<file path="src/rtl/rail_seq.sv">
module rail_seq #(
  parameter int CNT_W = 16
) (
  input  logic               clk,
  input  logic               rst_n,
  input  logic               tick,
  input  logic               start,
  input  logic               stop,
  input  logic               restart,
  input  logic [2:0]         order_mode,
  input  logic [4*CNT_W-1:0] gap_cfg,
  input  logic [4*CNT_W-1:0] ramp_cfg,
  input  logic [3:0]         pgood,
  output logic [3:0]         rail_en,
  output logic               done,
  output logic               fault,
  output logic [1:0]         fault_rail
);

  typedef enum logic [2:0] {S_IDLE, S_GAP, S_RAMP, S_UP, S_DOWN, S_FAULT} state_t;

  state_t           state;
  logic [1:0]       step;
  logic [CNT_W-1:0] cnt;
  logic [7:0]       ord_q;
  logic [3:0]       ok_mask;

  function automatic logic [7:0] order_of(input logic [2:0] m);
    case (m)
      3'd1:    return {2'd0, 2'd1, 2'd2, 2'd3};
      3'd2:    return {2'd2, 2'd3, 2'd0, 2'd1};
      3'd3:    return {2'd1, 2'd0, 2'd3, 2'd2};
      3'd4:    return {2'd3, 2'd1, 2'd2, 2'd0};
      3'd5:    return {2'd0, 2'd2, 2'd1, 2'd3};
      default: return {2'd3, 2'd2, 2'd1, 2'd0};
    endcase
  endfunction

  function automatic logic [CNT_W-1:0] gap_of(input logic [1:0] r);
    return gap_cfg[r*CNT_W +: CNT_W];
  endfunction

  function automatic logic [CNT_W-1:0] ramp_of(input logic [1:0] r);
    return ramp_cfg[r*CNT_W +: CNT_W];
  endfunction

  function automatic logic [1:0] low_idx(input logic [3:0] m);
    if (m[0]) return 2'd0;
    if (m[1]) return 2'd1;
    if (m[2]) return 2'd2;
    return 2'd3;
  endfunction

  logic [1:0] pos_nx, pos_pv, cur, nxt, prv, first;
  logic [3:0] mon_fail;
  logic       watching, cnt_zero;

  assign pos_nx   = step + 2'd1;
  assign pos_pv   = step - 2'd1;
  assign cur      = ord_q[{step, 1'b0} +: 2];
  assign nxt      = ord_q[{pos_nx, 1'b0} +: 2];
  assign prv      = ord_q[{pos_pv, 1'b0} +: 2];
  assign first    = order_of(order_mode) & 8'h03;
  assign cnt_zero = (cnt == '0);
  assign watching = (state == S_GAP) || (state == S_RAMP) || (state == S_UP);
  assign mon_fail = watching ? (ok_mask & ~pgood) : 4'b0000;
  assign done     = (state == S_UP);
  assign fault    = (state == S_FAULT);

  always_ff @(posedge clk or negedge rst_n) begin
    if (!rst_n) begin
      state      <= S_IDLE;
      step       <= '0;
      cnt        <= '0;
      ord_q      <= '0;
      ok_mask    <= '0;
      rail_en    <= '0;
      fault_rail <= '0;
    end else if (mon_fail != 4'b0000) begin
      rail_en    <= '0;
      ok_mask    <= '0;
      fault_rail <= low_idx(mon_fail);
      state      <= S_FAULT;
    end else begin
      case (state)
        S_IDLE: if (start) begin
          ord_q <= order_of(order_mode);
          step  <= '0;
          cnt   <= gap_of(first);
          state <= S_GAP;
        end
        S_GAP: begin
          if (cnt_zero) begin
            rail_en[cur] <= 1'b1;
            cnt          <= ramp_of(cur);
            state        <= S_RAMP;
          end else if (tick) begin
            cnt <= cnt - CNT_W'(1);
          end
        end
        S_RAMP: begin
          if (cnt_zero) begin
            if (!pgood[cur]) begin
              rail_en    <= '0;
              ok_mask    <= '0;
              fault_rail <= cur;
              state      <= S_FAULT;
            end else begin
              ok_mask[cur] <= 1'b1;
              if (step == 2'd3) begin
                state <= S_UP;
              end else begin
                step  <= pos_nx;
                cnt   <= gap_of(nxt);
                state <= S_GAP;
              end
            end
          end else if (tick) begin
            cnt <= cnt - CNT_W'(1);
          end
        end
        S_UP: if (stop) begin
          step  <= 2'd3;
          cnt   <= gap_of(ord_q[7:6]);
          state <= S_DOWN;
        end
        S_DOWN: begin
          if (cnt_zero) begin
            rail_en[cur] <= 1'b0;
            ok_mask[cur] <= 1'b0;
            if (step == 2'd0) begin
              state <= S_IDLE;
            end else begin
              step <= pos_pv;
              cnt  <= gap_of(prv);
            end
          end else if (tick) begin
            cnt <= cnt - CNT_W'(1);
          end
        end
        S_FAULT: if (restart) begin
          fault_rail <= '0;
          state      <= S_IDLE;
        end
        default: state <= S_IDLE;
      endcase
    end
  end

endmodule

</file>
<file path="config.mk">
export PLATFORM = sky130hd
export DESIGN_NAME = rail_seq
export DESIGN_NICKNAME = d
export VERILOG_FILES = /design/src/rtl/rail_seq.sv
export SDC_FILE = /design/constraint.sdc
export NUM_CORES = 1
export LEC_CHECK = 0
export BUFFER_PORTS_ARGS = -buffer_cell sky130_fd_sc_hd__buf_2
export CAP_MARGIN = 20
export CORE_MARGIN = 1.5
export CORE_UTILIZATION = 28
export DETAILED_ROUTE_END_ITERATION = 12
export PLACE_DENSITY = 0.51
export SYNTH_ARGS = -nofsm -noshare
export SYNTH_HDL_FRONTEND = slang
export SYNTH_SLANG_ARGS = --single-unit
</file>
<file path="constraint.sdc">
create_clock -name clk -period 5.25 [get_ports clk]
set_input_delay 1.05 -clock clk [delete_from_list [all_inputs] [get_ports clk]]
set_output_delay 1.05 -clock clk [all_outputs]
set_load 0.02 [all_outputs]
</file>
# After elaboration in Yosys (flattened, before gate mapping)
# Cells that the tools add are included.
[totals] reg_bits=39 in_bits=141
[op_classes] reduce_logical=19 bitwise_logic=8 magnitude_cmp=2 eq_ne=29 muxes=66 shifts=8 add_sub_neg=3
[ops] operator="variable part select 64 x 7 -> 16 bit" n=5
[ops] operator="2-to-1 mux 16 bit" n=9
[ops] operator="one-hot mux 16 bit (5 select lines)" n=1
[ops] operator="2-to-1 mux 4 bit" n=10
[ops] operator="one-hot mux 8 bit (5 select lines)" n=1
[ops] operator="2-to-1 mux 2 bit" n=18
[ops] operator="2-to-1 mux 3 bit" n=9
[ops] operator="variable part select 8 x 4 -> 2 bit" n=3
[ops] operator="inequality test 3 bit (second input constant)" n=6
[ops] operator="one-hot mux 3 bit (6 select lines)" n=1
[ops] operator="logical NOT 16 bit" n=1
[ops] operator="subtractor 16 x 1 -> 16 bit (second input constant)" n=1
[ops] operator="inequality test 3 x 2 -> 1 bit (second input constant)" n=5
[ops] operator="AND reduction 7 bit" n=2
[ops] operator="AND 4 bit" n=3
[ops] operator="equality test 3 x 2 -> 1 bit (second input constant)" n=4
[ops] operator="equality test 3 bit (second input constant)" n=4
[ops] operator="inequality test 2 bit (second input constant)" n=6
[ops] operator="one-hot mux 4 bit (3 select lines)" n=1
[ops] operator="nonzero test 4 bit" n=3
[ops] operator="2-to-1 mux 1 bit" n=11
[ops] operator="AND reduction 9 bit" n=1
[ops] operator="NOT 4 bit" n=2
[ops] operator="OR 4 bit" n=2
[ops] operator="other kinds (22)" n=26

# Logic depth before layout (Yosys ltp)
# Gate-level depths: netlist of run 1.
[logic_depth] depth_word=15 ltp_mapped=13

# Worst setup path before layout of run 1
# No wires, ideal clock.
[synth_path] kind="input to register" startpoint="in order_mode[0]" endpoint="reg cnt[10]" required_time_ns=5.123 slack_ns=2.123 path_buffers=1 t_arrival_ns=2.999 path_stages=7 cell_sequence="a21boi_1 > mux2i_2 > buf_2 > mux4_2 > a22oi_1 > nand3_1 > mux2_1"
[synth_between] elab_chain_cells=5 elab_cells_between_ends=9 cone_classes="5 x eq/ne; 1 x shift; 3 x mux"
[synth_rtl] item="start: declaration" line_no="10" text="input logic [2:0] order_mode,"
[synth_rtl] item="equality test 3 bit (tied with other cells)" line_no="29" text="case (m)"
[synth_rtl] item="one-hot mux 8 bit (5 select lines) *"
[synth_rtl] item="variable part select 64 x 7 -> 16 bit *" line_no="40" text="return gap_cfg[r*CNT_W +: CNT_W];"
[synth_rtl] item="2-to-1 mux 16 bit *" line_no="86" text="S_IDLE: if (start) begin"
[synth_rtl] item="one-hot mux 16 bit (5 select lines) *" line_no="85" text="case (state)"
[synth_rtl] item="end signal: assignment" line_no="89" text="cnt <= gap_of(first);"
[synth_rtl] item="end signal: assignment" line_no="95" text="cnt <= ramp_of(cur);"
[synth_rtl] item="end signal: assignment" line_no="98" text="cnt <= cnt - CNT_W'(1);"
[synth_rtl] item="end: declaration" line_no="24" text="logic [CNT_W-1:0] cnt;"
# Every way passes the cells marked *; elsewhere a longest branch is shown, timed or not. The select of a mux whose other input is x is not followed.
# A chain may end at the register's enable or synchronous reset.

# Worst setup path in the final report of run 1
[layout_path] startpoint="reg step[0]" endpoint="reg cnt[5]"
[layout_between] elab_chain_cells=7 elab_cells_between_ends=23 cone_classes="2 x add/sub; 4 x eq/ne; 6 x shift; 9 x mux; 2 x reduce/logical"
[layout_rtl] item="start: declaration" line_no="23" text="logic [1:0] step;"
[layout_rtl] item="start signal: assignment" line_no="113" text="step <= pos_nx;"
[layout_rtl] item="start signal: assignment" line_no="134" text="step <= pos_pv;"
[layout_rtl] item="adder 2 x 1 -> 2 bit" line_no="58" text="assign pos_nx = step + 2'd1;"
[layout_rtl] item="variable part select 8 x 4 -> 2 bit" line_no="61" text="assign nxt = ord_q[{pos_nx, 1'b0} +: 2];"
[layout_rtl] item="variable part select 64 x 7 -> 16 bit" line_no="40"
[layout_rtl] item="2-to-1 mux 16 bit" line_no="110" text="if (step == 2'd3) begin"
[layout_rtl] item="2-to-1 mux 16 bit" line_no="103" text="if (!pgood[cur]) begin"
[layout_rtl] item="2-to-1 mux 16 bit" line_no="102" text="if (cnt_zero) begin"
[layout_rtl] item="one-hot mux 16 bit (5 select lines)" line_no="85"
[layout_rtl] item="end signal: assignment" line_no="89"
[layout_rtl] item="end signal: assignment" line_no="114" text="cnt <= gap_of(nxt);"
[layout_rtl] item="end signal: assignment" line_no="119" text="cnt <= cnt - CNT_W'(1);"
# Parallel ways exist; a longest one is shown, timed or not. The select of a mux whose other input is x is not followed.

==> results of run 1 <==
-- sequential cells by signal, summed over array words and instances (netlist names) --
signal and count:
ok_mask 4, cnt 16, fault_rail 2, ord_q 8, state 3, step 2, rail_en 4
-- where the power goes --
part           total, W  internal [W]  switching [W]
sequential     0.000683      0.000449       0.000234
clock          0.000372      0.000237       0.000135
combinational   0.00312       0.00132        0.00180
total           0.00418       0.00201        0.00217
-- per-layer routing --
metal	share of wire [%]	global-route usage (%)	wire [µm]	up-vias
li1	-	-	-	2475
met1	47	28.2	8680	2557
met2	44	30.7	8180	245
met3	7.3	3.22	1340	11
met4	1.1	4.33	209	0
met5	0	0	0	-
-- metrics by stage --
| step | util, % | power, W |
|---|---|---|
| detailed placement | 34.1 | 0.00380 |
| global placement | 34.0 | 0.00374 |
| finish | 35.1 | 0.00418 |
| global route | 35.1 | 0.00452 |
| floorplan | - | 0.00305 |
| CTS | 35.1 | 0.00418 |
-- layout make-up --
cell class | count | area [µm²]
clock buffers | 6 | 139
clock inverters | 2 | 35.0
fillers | 1837 | 11300
inverters | 9 | 33.8
multi-input cells | 484 | 3840
flip-flops and latches | 39 | 976
well taps | 225 | 282
repair buffers | 155 | 797
-- path summary, 6_finish.rpt --
path,start,end,cells past startpoint
worst min register to register,fault_rail[0],fault_rail[0],1
max in group asynchronous,rst_n,cnt[12],1
worst min-delay path,fault_rail[0],fault_rail[0],1
worst max register to register,step[0],cnt[5],8
min in group asynchronous,rst_n,ord_q[2],1
worst max-delay path,step[0],cnt[5],8
-- worst register-to-register path: stages, from the launching register on --
cell	delay (ns)
dfrtp_1	0.55
inv_1	0.17
ha_1	0.56
mux4_2	0.92
mux4_2	0.61
and2_0	0.16
a211oi_1	0.22
o21ai_1	0.08
mux2_1	0.30
-- cell usage in the layout, fill, tap and decap left out, drive strengths merged, types with 9 or more instances in the layout --
master | synthesis | routed
nor3 | 12 | 12
nor2 | 30 | 30
a22oi | 15 | 15
a21oi | 37 | 37
mux2i | 97 | 97
a211oi | 19 | 19
inv | 9 | 9
mux4 | 22 | 22
o31ai | 10 | 10
mux2 | 17 | 17
nand2b | 10 | 10
nor2b | 13 | 13
dfrtp | 39 | 39
buf | 23 | 155
nand2 | 53 | 53
o21ai | 13 | 13
nand3 | 18 | 18
-- kinds of logic after synthesis --
logic type / count (synthesis) / synth area share (%)
flip-flops: 39 / 19.4
AO/OA/AOI/OAI: 155 / 21.4
AND/OR/NAND/NOR: 177 / 18.6
buffers and inverters: 52 / 4.54
XOR/XNOR: 12 / 2.09
adder cells (fa/ha/maj): 4 / 0.993
multiplexers: 136 / 33.0
==> summary.txt, run 1 <==
Clock tree
  • Sinks on Clock Net: 39
  • Clock latency on the worst-skew pair: around 0.29 ns
  • Root Buffer Master: clkbuf_16
  • Maximum clock insertion buffer count: 2
  • Clock-pin slew reported for the worst setup and hold paths after clock tree synthesis: around 0.070 ns
  • Post-cts repair resize count: 0
  • Clock tree from TritonCTS: yes
  • Num CTS Buffers: 5
  • Number of buffers inserted by hold repair at cts: 0
  • H-Tree Depth: 2
  • Post-CTS setup buffer count: 0

Setup path
  • Element type at the critical path end: register
  • Register-to-register setup slack: around 1.6 ns
  • Type of the worst setup path: reg2reg
  • Worst Path Max Fanout: 33
  • Data required, critical path: about 5.4 ns
  • Element type at the critical path start: register
  • Largest incremental delay on the critical path: between 0.9 and 1 ns
  • Critical Path Slowest Stage Cell: mux4_2
  • Worst-path cell chain: inv_1 > ha_1 > mux4_2 > mux4_2 > and2_0 > a211oi_1 > o21ai_1 > mux2_1
  • Crit path buf inv count: 1
  • Critical path's most frequent cell: mux4_2
  • Category of cells accounting for the largest share of critical-path delay: multiplexers
  • Critical path data arrival time: between 3 and 4 ns

Job
  • Max Cap Viol: 0

Timing
  • Unrepaired setup endpoints after global routing: no
  • Setup Skew: about 0.0076 ns
  • Max Clock Freq: roughly 270 MHz
  • Sum Neg Setup Slack: 0 ns
  • Remaining max-slew budget at the tightest pin: ~32%
  • Actual slew at the worst max-slew pin: roughly 1 ns
  • Number of endpoints failing setup at the final stage: 0
  • Crit path setup slack, layout: ~1.6 ns
  • Number of hold violations in the final report: 0
  • Slew Limit Fails: 0
  • Final cycle utilization of the critical path: a little over two thirds
  • Hold_ws: 0.508 ns
  • Time the worst path needs with I/O delays and setup: 3.70 ns

Finish
  • Proportion of layout cells with a drive suffix above 1: 29.8%
  • Final net count: 839
  • Fin area: 6110 µm²
  • Ant. Diodes: 0
  • Final instance count without filler cells: just over 900
  • Layout overhead on the synthesized area: 21.2%

Logic synthesis
  • Yosys cell types: 72
  • Syn Area/Cell: between 8 and 9 µm²
  • Netlist area before placement: around 5000 µm²
  • Seq cells post-synth: 39
  • Cell type with the largest total area after synthesis: dfrtp_1
  • Gate count after technology mapping: ~580
  • Sequential fraction of the synthesis area: about a fifth
  • Count of flip-flops with a built-in enable after synthesis: 0
  • Top post-synthesis cells by count: mux2i_1, nand2_1, dfrtp_1, a21oi_1, nor2_1
  • Area fraction of the dominant cell type after synthesis: between 10% and 20%
  • Library cell with the highest instance count after synthesis: mux2i_1
  • Cell types with the largest area share after synthesis: dfrtp_1, mux2i_1, mux4_2
  • Syn Nets: between 700 and 800
  • Top FF cell, synth: dfrtp_1
  • Share of flip-flops with an asynchronous set or reset after synthesis: 100%
  • Count of warnings emitted by yosys: 0

Global routing
  • Wire length of the first global-routing pass: ~29000 µm
  • Gr usage total: 19.6%
  • Via count of the first global-routing pass: 5097
  • Maximum number of pins on one net before global-route repair: 40
  • Grt ovf: 0
  • Initial antenna violation count: 1

Power
  • Peak VDD IR: between 0.3 and 0.4 mV
  • Power Density: about 680 nW/µm²
  • P_leak: around 2.7 nW

Placed design
  • Area after detailed placement: 5930 µm²
  • Estimated wirelength of the detail-placed design: around 14000 µm
  • Input/output buffers: 148
  • Pre-CTS WS: between 1.5 and 2 ns
  • Number of cells in the design after placement: just over 900
  • Gpl congestion: between 0.8 and 0.9

Detailed routing
  • Avg WL per Cell: about 20 µm
  • Count of vias placed by the detailed router: between 5000 and 6000
  • # DRC: 0
  • Antenna-violating nets left: 0
  • Via-to-Cell Ratio: ~5.7
  • Number of DRC markers after the initial detailed-route iteration: 367
  • WL final: about 18000 µm
  • Drt pass-1 iters: 5

Die
  • Area of the core: between 15000 and 20000 µm²
  • Effective utilization at floorplan: approximately 29%
  • Chip Height: 137 µm
  • Num rows: 48
  • Boundary Pins: between 100 and 150
  • Die span in x: ~140 µm
  • Die ar.: 18800 µm²

Outcome
  • Run status: finished clean

Min path
  • Hold WC Path Type: reg2reg
(Power assumes the default switching activity.)
==> run 2: changes to the inputs <==
==> constraint.sdc (replaced) <==
create_clock -name clk -period 3.6 [get_ports clk]
set_input_delay 0.72 -clock clk [delete_from_list [all_inputs] [get_ports clk]]
set_output_delay 0.72 -clock clk [all_outputs]
set_load 0.02 [all_outputs]
==> run 2 against run 1 <==
Worst setup slack worse by 1.2 ns. Sequential share of layout area is 0.36 points lower. Largest cell class unchanged. Critical endpoint is now cnt[14]. Flip-flop and latch count stayed put. Register-to-register slack worse by 1.2 ns. Die area stayed put. Hold slack worse by 0.0075 ns.
==> summary.txt, run 2 (synthesis gave the netlist of run 1 again) <==
Outcome
  • Run status: finished clean

Min path
  • End point of the most critical hold path: fault_rail[0]
  • Start point of the worst min-delay path: fault_rail[0]
  • Hold WC Path Type: reg2reg
  • Worst Hold Path Cells: 1 (unchanged)

Finish
  • Biggest register: cnt
  • Filler instances: 1834 (-0.16%)
  • Final net count: 859 (+2.4%)
  • FF+latch area: 976 µm² (unchanged)
  • Proportion of layout cells with a drive suffix above 1: 31.6% (+1.8 points)
  • Fin area: 6250 µm² (+2.3%)
  • Layout Utilization: 35.9% (+0.81 points)
  • Most common library cell in the layout ignoring fill and taps: buf_2
  • Layout overhead on the synthesized area: 24.0%
  • Commonest cells after routing, fill and taps aside: buf_2, mux2i_1, nand2_1, dfrtp_1, a21oi_1
  • Max FFs per register: 16 (unchanged)
  • Ant. Diodes: 0 (unchanged)
  • Leading registers by flop count: cnt x16, ord_q x8
  • Multi-input logic area: 3840 µm² (-0.13%)

Timing
  • Sum Neg Setup Slack: 0 ns (unchanged)
  • Unrepaired setup endpoints after global routing: no
  • Time the worst path needs with I/O delays and setup: 3.21 ns (-0.486 ns)
  • Max Clock Freq: 311 MHz (+15%)
  • Number of hold violations in the final report: 0 (unchanged)
  • Crit path setup slack, layout: 0.390 ns (-1.16 ns)
  • Remaining max-slew budget at the tightest pin: 37.6% (+5.2 points)
  • Actual slew at the worst max-slew pin: 0.936 ns (-0.0688 ns)
  • Slew Limit Fails: 0 (unchanged)
  • Number of endpoints failing setup at the final stage: 0 (unchanged)
  • Setup Skew: 0.00847 ns (+0.000873 ns)
  • Final cycle utilization of the critical path: 89.2% (+19 points)

Placed design
  • Pre-CTS WS: 0.410 ns (-1.15 ns)
  • Gpl congestion: 0.871 (-3.2%)
  • Input/output buffers: 148 (unchanged)
  • Estimated wirelength of the detail-placed design: 14500 µm (+3.0%)
  • Area after detailed placement: 6070 µm² (+2.4%)

Setup path
  • Type of the worst setup path: reg2reg
  • Data required, critical path: 3.74 ns (-1.68 ns)
  • Worst-path cell chain: inv_1 > ha_1 > mux4_2 > buf_4 > nor2b_1 > a211oi_1 > a211oi_1 > o31ai_1 > a31oi_1
  • Worst Path Max Fanout: 21 (-36%)
  • Element type at the critical path start: register
  • Element type at the critical path end: register
  • Critical path data arrival time: 3.35 ns (-0.52 ns)
  • Register-to-register setup slack: 0.39 ns (-1.16 ns)
  • Largest incremental delay on the critical path: 0.79 ns (-0.13 ns)
  • Critical path's most frequent cell: a211oi_1
  • Cells on worst reg2reg path: 9 (+1)
  • Origin of the critical flop-to-flop path: step[0]
  • Critical Path Slowest Stage Cell: mux4_2
  • R2R Path End: cnt[14]

Detailed routing
  • Number of DRC markers after the initial detailed-route iteration: 451 (+23%)
  • Met3 wire length: 1270 µm (-5.4%)
  • Met2 WL: 8200 µm (+0.27%)
  • Antenna-violating nets left: 0 (unchanged)
  • WL final: 18600 µm (+1.2%)
  • Count of vias placed by the detailed router: 5365 (+1.5%)
  • Highest metal used: met4
  • Drt pass-1 iters: 5 (unchanged)
  • Avg WL per Cell: 19.8 µm (-0.96%)
  • # DRC: 0 (unchanged)
  • Met1 wire length: 8830 µm (+1.8%)
  • Via-to-Cell Ratio: 5.71 (-0.70%)

Die
  • Chip Height: 137 µm (unchanged)
  • Die span in x: 137 µm (unchanged)
  • Die ar.: 18800 µm² (unchanged)
  • Area of the core: 17400 µm² (unchanged)
  • Boundary Pins: 149 (unchanged)
  • Effective utilization at floorplan: 28.9% (unchanged)
  • Num rows: 48 (unchanged)

Clock tree
  • Number of buffers inserted by hold repair at cts: 0 (unchanged)
  • Clock-pin slew reported for the worst setup and hold paths after clock tree synthesis: 0.06 ns (about the same)
  • Clock tree from TritonCTS: yes
  • Maximum clock insertion buffer count: 2 (unchanged)
  • Post-CTS setup buffer count: 0 (unchanged)
  • Root Buffer Master: clkbuf_16
  • Post-cts repair resize count: 0 (unchanged)
  • H-Tree Depth: 2 (unchanged)
  • Sinks on Clock Net: 39 (unchanged)
  • Num CTS Buffers: 5 (unchanged)
  • Clock latency on the worst-skew pair: 0.29 ns (about the same)

Global routing
  • Gr usage total: 19.8% (+0.14 points)
  • Grt ovf: 0 (unchanged)
  • Via count of the first global-routing pass: 5303 (+4.0%)
  • Initial antenna violation count: 1 (unchanged)
  • Wire length of the first global-routing pass: 28800 µm (+0.31%)
  • Maximum number of pins on one net before global-route repair: 40 (unchanged)

Power
  • Switching pwr: 0.00325 W (+50%)
  • Internal power: 0.00305 W (+52%)
  • Power Density: 1010 nW/µm² (+47%)
  • P_leak: 2.80 nW (+3.6%)
  • Power, Total: 0.00630 W (+51%)
  • Peak VDD IR: 0.377 mV (+17%)
  • Sw frac: 51.6% (-0.27 points)
  • Clock Power Share: 8.6% (-0.3 points)
  • Flop pwr share: 14.8% (-1.6 points)
  • Relative contribution of combinational cells to total power: 76.7% (+2.0 points)

Job
  • Max Cap Viol: 0 (unchanged)
-- run 2: layout make-up --
cell class / instances / area share, %
multi-input cells: 484 / 61.5
clock inverters: 2 / 0.561
inverters: 9 / 0.541
repair buffers: 175 / 15.1
clock buffers: 6 / 2.22
well taps: 225 / 4.51
flip-flops and latches: 39 / 15.6
-- run 2: worst max-delay path: cells and delay by family (launching register included) --
family                   cells  cell delay, ns
AO/OA/AOI/OAI                4            0.74
buffers and inverters        2            0.52
multiplexers                 1            0.79
flip-flops                   1            0.56
adder cells (fa/ha/maj)      1            0.37
AND/OR/NAND/NOR              1            0.07
-- run 2: worst max path at each step --
stage,from,to,slack [ns],cells after the start
4_1_cts,step[0],cnt[14],0.38,9
3_3_place_gp,step[0],cnt[14],0.49,9
6_report,step[0],cnt[14],0.39,9
2_1_floorplan,step[0],cnt[2],0.71,13
5_1_grt,step[0],cnt[14],0.14,9
3_5_place_dp,step[0],cnt[14],0.41,9
-- run 2: power groups by stage --
stage          clock network, W  registers (W)  logic [W]
3_5_place_dp                  0       0.000931    0.00478
5_1_grt                0.000560       0.000970    0.00521
6_report               0.000540       0.000930    0.00483
4_1_cts                0.000551       0.000925    0.00481
2_1_floorplan                 0       0.000856    0.00360
3_3_place_gp                  0       0.000920    0.00473
-- run 2: stage by stage --
step	std cells	hold slack, ns
after detailed placement	932	0.497
after global routing	940	0.537
after global placement	932	0.479
after CTS	940	0.511
final	940	0.501
after floorplan	575	0.424
-- run 2: routing by layer --
layer | track usage [%] | vias up
met5 | 0 | -
met4 | 5.03 | 0
met3 | 2.59 | 25
met2 | 31.1 | 252
met1 | 28.4 | 2571
li1 | - | 2517
